$ cat src/rtl/ifs_pkg.sv
package ifs_pkg;
  typedef struct packed {
    logic storeVal;   // capture a newly written half value
    logic loadCount;  // load the counter (new value or stored value)
    logic decCount;   // step the counter down by one
  } ifsStrobes_t;
endpackage

$ cat src/rtl/ifs_datapath.sv
module ifs_datapath
  import ifs_pkg::*;
#(
  parameter int CNT_W = 7
) (
  input  logic             clk,
  input  logic             rstN,
  input  ifsStrobes_t      strobes,
  input  logic [CNT_W:0]   wrData,
  output logic [CNT_W-1:0] count,
  output logic             countIsOne
);
  logic [CNT_W-1:0] reloadVal;
  logic [CNT_W-1:0] wrHalf;

  assign wrHalf     = wrData[CNT_W:1];
  assign countIsOne = (count == CNT_W'(1));

  always_ff @(posedge clk) begin
    if (!rstN) begin
      reloadVal <= '0;
      count     <= '0;
    end else begin
      if (strobes.storeVal) reloadVal <= wrHalf;
      if (strobes.loadCount) count <= strobes.storeVal ? wrHalf : reloadVal;
      else if (strobes.decCount) count <= count - CNT_W'(1);
    end
  end

  // a reload that does not come from a write restores the stored value
  assert_reload_stored_R4: assert property (@(posedge clk) disable iff (!rstN)
    (strobes.loadCount && !strobes.storeVal) |=> (count == $past(reloadVal)));

  // a decrement lowers the count by exactly one
  assert_dec_by_one_R3: assert property (@(posedge clk) disable iff (!rstN)
    (strobes.decCount && !strobes.loadCount) |=> (count == $past(count) - CNT_W'(1)));
endmodule

$ cat src/rtl/ifs_control.sv
module ifs_control
  import ifs_pkg::*;
(
  input  logic        clk,
  input  logic        rstN,
  input  logic        wrEn,
  input  logic        txStart,
  input  logic        carrierBack,
  input  logic        detMode,
  input  logic        bitTick,
  input  logic        countIsOne,
  output ifsStrobes_t strobes,
  output logic        phase,
  output logic        running
);
  logic retrig;
  logic startPass;
  logic stepOk;
  logic lastStep;

  always_comb begin
    retrig    = carrierBack && running && !detMode;
    startPass = wrEn || txStart || retrig;
    stepOk    = bitTick && running && !startPass;
    lastStep  = stepOk && countIsOne;
    strobes.storeVal  = wrEn;
    strobes.loadCount = startPass || (lastStep && phase);
    strobes.decCount  = stepOk && !(countIsOne && phase);
  end

  always_ff @(posedge clk) begin
    if (!rstN) begin
      phase   <= 1'b0;
      running <= 1'b0;
    end else if (startPass) begin
      phase   <= 1'b1;
      running <= 1'b1;
    end else if (lastStep) begin
      if (phase) phase <= 1'b0;
      else running <= 1'b0;
    end
  end

  // an idle timer stays idle unless written or started
  assert_idle_holds_R6: assert property (@(posedge clk) disable iff (!rstN)
    (!running && !wrEn && !txStart) |=> !running);

  // the second pass never returns to the first without a restart
  assert_no_phase_back_R4: assert property (@(posedge clk) disable iff (!rstN)
    (running && !phase && !wrEn && !txStart && !carrierBack) |=> !phase);
endmodule

$ cat src/rtl/ifs_timer.sv
module ifs_timer
  import ifs_pkg::*;
#(
  parameter int CNT_W = 7
) (
  input  logic             clk,
  input  logic             rstN,
  input  logic             wrEn,
  input  logic [CNT_W:0]   wrData,
  input  logic             bitTick,
  input  logic             txStart,
  input  logic             carrierBack,
  input  logic             detMode,
  output logic [CNT_W:0]   rdData,
  output logic             spaceDone
);
  localparam int VAL_W = CNT_W + 1;

  ifsStrobes_t      strobes;
  logic [CNT_W-1:0] count;
  logic             countIsOne;
  logic             phase;
  logic             running;

  ifs_control u_ctrl (
    .clk(clk), .rstN(rstN), .wrEn(wrEn), .txStart(txStart),
    .carrierBack(carrierBack), .detMode(detMode), .bitTick(bitTick),
    .countIsOne(countIsOne), .strobes(strobes), .phase(phase), .running(running)
  );

  ifs_datapath #(.CNT_W(CNT_W)) u_dp (
    .clk(clk), .rstN(rstN), .strobes(strobes), .wrData(wrData),
    .count(count), .countIsOne(countIsOne)
  );

  assign rdData    = VAL_W'({count, phase});
  assign spaceDone = !running;

  // a write shows its half value in the first pass next cycle
  assert_write_load_R2: assert property (@(posedge clk) disable iff (!rstN)
    wrEn |=> (rdData == {$past(wrData[CNT_W:1]), 1'b1}) && !spaceDone);

  // the done state reads back as zero
  assert_done_zero_R6: assert property (@(posedge clk) disable iff (!rstN)
    spaceDone |-> (rdData == '0));

  // deterministic mode blocks the carrier retrigger
  assert_det_no_retrig_R9: assert property (@(posedge clk) disable iff (!rstN)
    (detMode && carrierBack && !wrEn && !txStart && !bitTick) |=> $stable(rdData));

  // without ticks or strobes the readback holds
  assert_hold_no_tick_R3: assert property (@(posedge clk) disable iff (!rstN)
    (!bitTick && !wrEn && !txStart && !carrierBack) |=> $stable(rdData));
endmodule

$ cat config.mk
export PLATFORM = sky130hd
export DESIGN_NAME = ifs_timer
export DESIGN_NICKNAME = d
export VERILOG_FILES = /design/src/rtl/ifs_pkg.sv /design/src/rtl/ifs_datapath.sv /design/src/rtl/ifs_control.sv /design/src/rtl/ifs_timer.sv
export SDC_FILE = /design/constraint.sdc
export NUM_CORES = 1
export LEC_CHECK = 0
export ABC_AREA = 0
export BUFFER_PORTS_ARGS = -buffer_cell sky130_fd_sc_hd__buf_4
export CAP_MARGIN = 20
export CORE_ASPECT_RATIO = 0.9
export CORE_MARGIN = 2
export CORE_UTILIZATION = 41
export CTS_BUF_LIST = sky130_fd_sc_hd__clkbuf_8
export CTS_CLUSTER_DIAMETER = 60
export DETAILED_ROUTE_END_ITERATION = 8
export GPL_ROUTABILITY_DRIVEN = 0
export PLACE_DENSITY = 0.76
export SYNTH_ARGS = -nofsm -noshare
export SYNTH_HDL_FRONTEND = slang
export SYNTH_HIERARCHICAL = 1
export SYNTH_SLANG_ARGS = --single-unit
$ cat constraint.sdc
create_clock -name clk -period 5.2 [get_ports clk]
set_clock_uncertainty 0.2 [all_clocks]
set_input_delay 0.78 -clock clk [delete_from_list [all_inputs] [get_ports clk]]
set_output_delay 0.78 -clock clk [all_outputs]
set_load 0.01 [all_outputs]
==> qor.yml <==
fin_crit_sh: 0.611
grt_max_degree: 14
combPwrFrac: 0.173
p_clk_frac: 0.360
dr.pass1.iters: 4
fin_tns_setup_ns: 0
clockBufferDepth: 2
core_um2: 1900
netlist_instances: 90
cap_violations: 0
hold_end: "u_dp/reloadVal[3]"
synthTopCellsByCount: "dfxtp_1 (16), nor2_1 (11), inv_1 (7), mux2i_1 (7), nand2_1 (6)"
cts_max_level: 1
reg2reg_depth: 7
ys_warn_count: 6
hold_path.class: "flop to flop"
worst-path-max-fanout: 12
timing.fmax_mhz: 315
vias: 720
post-route-min-period_ns: 3.18
synth.cell_area_um2: 807
port_buffers: 22
crit_buf_inv: 1
cts_resized: 0
die_area_um2: 2340
drtAntennaViolNets: 0
synth_cell_types: 35
power.switching_mw: 0.0738
p_int_mw: 0.226
dp.final_hpwl_um: 1280
rsz0062_at_grt: "no"
fin_nets: 129
cts.reportedPaths.clkPinSlew_ns: 0.06
setup_viol: 0
yosys.area.top_type_share: 0.397
synth-seq-cells: 16
synth_ff_type: "dfxtp_1"
die_y_um: 46.1
synthMostInstantiatedCell: "dfxtp_1"
slowest_delay_ns: 0.79
vdd_drop_max_mv: 0.149
finalMaxSlewViolations: 0
antenna_found_initial: 0
num_antenna_cells: 0
hold_start: "u_dp/reloadVal[3]"
r2r_slack_ns: 2.02
holdWs_ns: 0.300
utilization: 0.544
hold_viol_final: 0
worstSkewPairLatency_ns: 0.25
p_leak_nw: 0.462
track_usage: 0.158
drc: 0
synthTopCellsByArea: "dfxtp_1 (40%), mux2i_1 (8.7%), nor2_1 (5.1%), inv_1 (3.3%), ha_1 (3.1%)"
critical_path.top_delay_family: "compound AO/OA/AOI/OAI gates"
synth_fp_nets: 107
yosysTopAreaCell: "dfxtp_1"
pwr-share-seq: 0.467
cts_hold_buf: 0
totalWireLength_um: 1690
reg2reg_to: "u_dp/count[6]"
post_cts.repair.setup_buffers: 0
async_flop_share: 0
drive_gt1_frac: 0.261
cp_slowest_cell: "o221ai_1"
switching_share: 0.246
end_kind: "flop"
via_per_inst: 5.29
tritoncts: "done"
synth-edff-count: 0
cts_sinks: 16
startpoint_type: "flop"
tightest_slew_ns: 0.983
die_width_um: 50.8
routedWlPerCell_um: 12.4
critical_path_class: "flop to flop"
first_iter_violations: 14
reg2reg_from: "u_dp/count[2]"
worst-endpoint-required_ns: 5.13
grt_pass1_vias: 675
root_buffer: "clkbuf_8"
hold_depth: 2
syn_to_final_growth_pct: 27.8
cts-buffers-inserted: 3
cp.arrival_ns: 3.11
cellPowerDensity_nw_per_um2: 291
core.rowCount: 15
crit_chain: "or4_4 -> nor3b_1 -> nand2_1 -> o221ai_1 -> inv_1 -> o2111a_1 -> a221o_1"
io_pins: 24
grt_pass1_wl_um: 2730
cp_num_cells: 7
slew_headroom: 0.345
start_util: 0.426
overflow: 0
yosysSeqAreaShare: 0.397
status: "completed"
synth_area_per_cell_um2: 8.97
state kept, by name, summed over array words and instances, names as in the netlist:
signal and count:
u_dp/reloadVal 7, u_ctrl/phase 1, u_dp/count 7, u_ctrl/running 1
worst register-to-register path: stages (launching register included):
cell      delay, ns
dfxtp_1        0.38
or4_4          0.58
nor3b_1        0.34
nand2_1        0.13
o221ai_1       0.79
inv_1          0.21
o2111a_1       0.19
a221o_1        0.25
kinds of logic (layout without fill, tap and decap cells):
family                   count (synthesis)  after routing  share of synthesized area
buffers and inverters                   12             33                     0.0667
multiplexers                             7              7                     0.0868
AO/OA/AOI/OAI                           21             21                      0.195
adder cells (fa/ha/maj)                  2              2                     0.0310
AND/OR/NAND/NOR                         29             29                      0.191
XOR/XNOR                                 3              3                     0.0326
flip-flops                              16             16                      0.397
power groups by stage:
stage / Combinational, mW / Clock [mW] / Sequential (mW)
floorplan: 0.0300 / 0 / 0.143
global placement: 0.0506 / 0 / 0.142
detailed placement: 0.0522 / 0 / 0.143
CTS: 0.0524 / 0.112 / 0.140
global route: 0.0575 / 0.118 / 0.142
finish: 0.0518 / 0.108 / 0.140
per-layer routing:
layer  share of wire  vias to the layer above  global-route usage  routed length (um)
met5               0                        -                   0                   0
met4               0                        0              0.0649                   0
met3           0.053                        0              0.0325                  89
met2            0.47                       22               0.292                 800
met1            0.47                      335               0.182                 800
li1                -                      363                   -                   -
how the worst max path moves through the flow:
stage                     slack (ns)       endpoint     startpoint
after detailed placement        2.05  u_dp/count[6]  u_dp/count[2]
after CTS                       2.03  u_dp/count[6]  u_dp/count[2]
after global placement          2.13  u_dp/count[6]  u_dp/count[2]
after floorplan                 2.84  u_dp/count[0]  u_dp/count[2]
final                           2.02  u_dp/count[6]  u_dp/count[2]
after global routing            1.76  u_dp/count[6]  u_dp/count[2]
cell type report:
cell class                 instances  area [um2]
fill                             181         865
multi-input combinational         62         433
sequential                        16         320
timing repair buffer              22         165
clock buffer                       4        55.1
tap                               25        31.3
inverter                           7        26.3
per-stage QoR:
stage                     std cells  total power, mW  area (um2)  setup WS, ns
final                           136            0.300        1030          2.02
after global routing            136            0.317        1030          1.76
after CTS                       136            0.304        1030          2.03
after detailed placement        132            0.195         976          2.05
after global placement          132            0.193         976          2.13
after floorplan                  90            0.173         807          2.84
placed cells by master (no fill, tap or decap), types with 2 or more instances in the layout:
cell      instances
a21boi_0          2
a21oi_1           4
a31oi_1           2
buf_4            22
clkbuf_8          4
dfxtp_1          16
ha_1              2
inv_1             7
mux2i_1           7
nand2_1           6
nor2_1           11
nor3_1            2
o2111a_1          2
o21ai_0           2
o31a_1            2
xor2_1            2
Power figures use the tool's default switching activity.
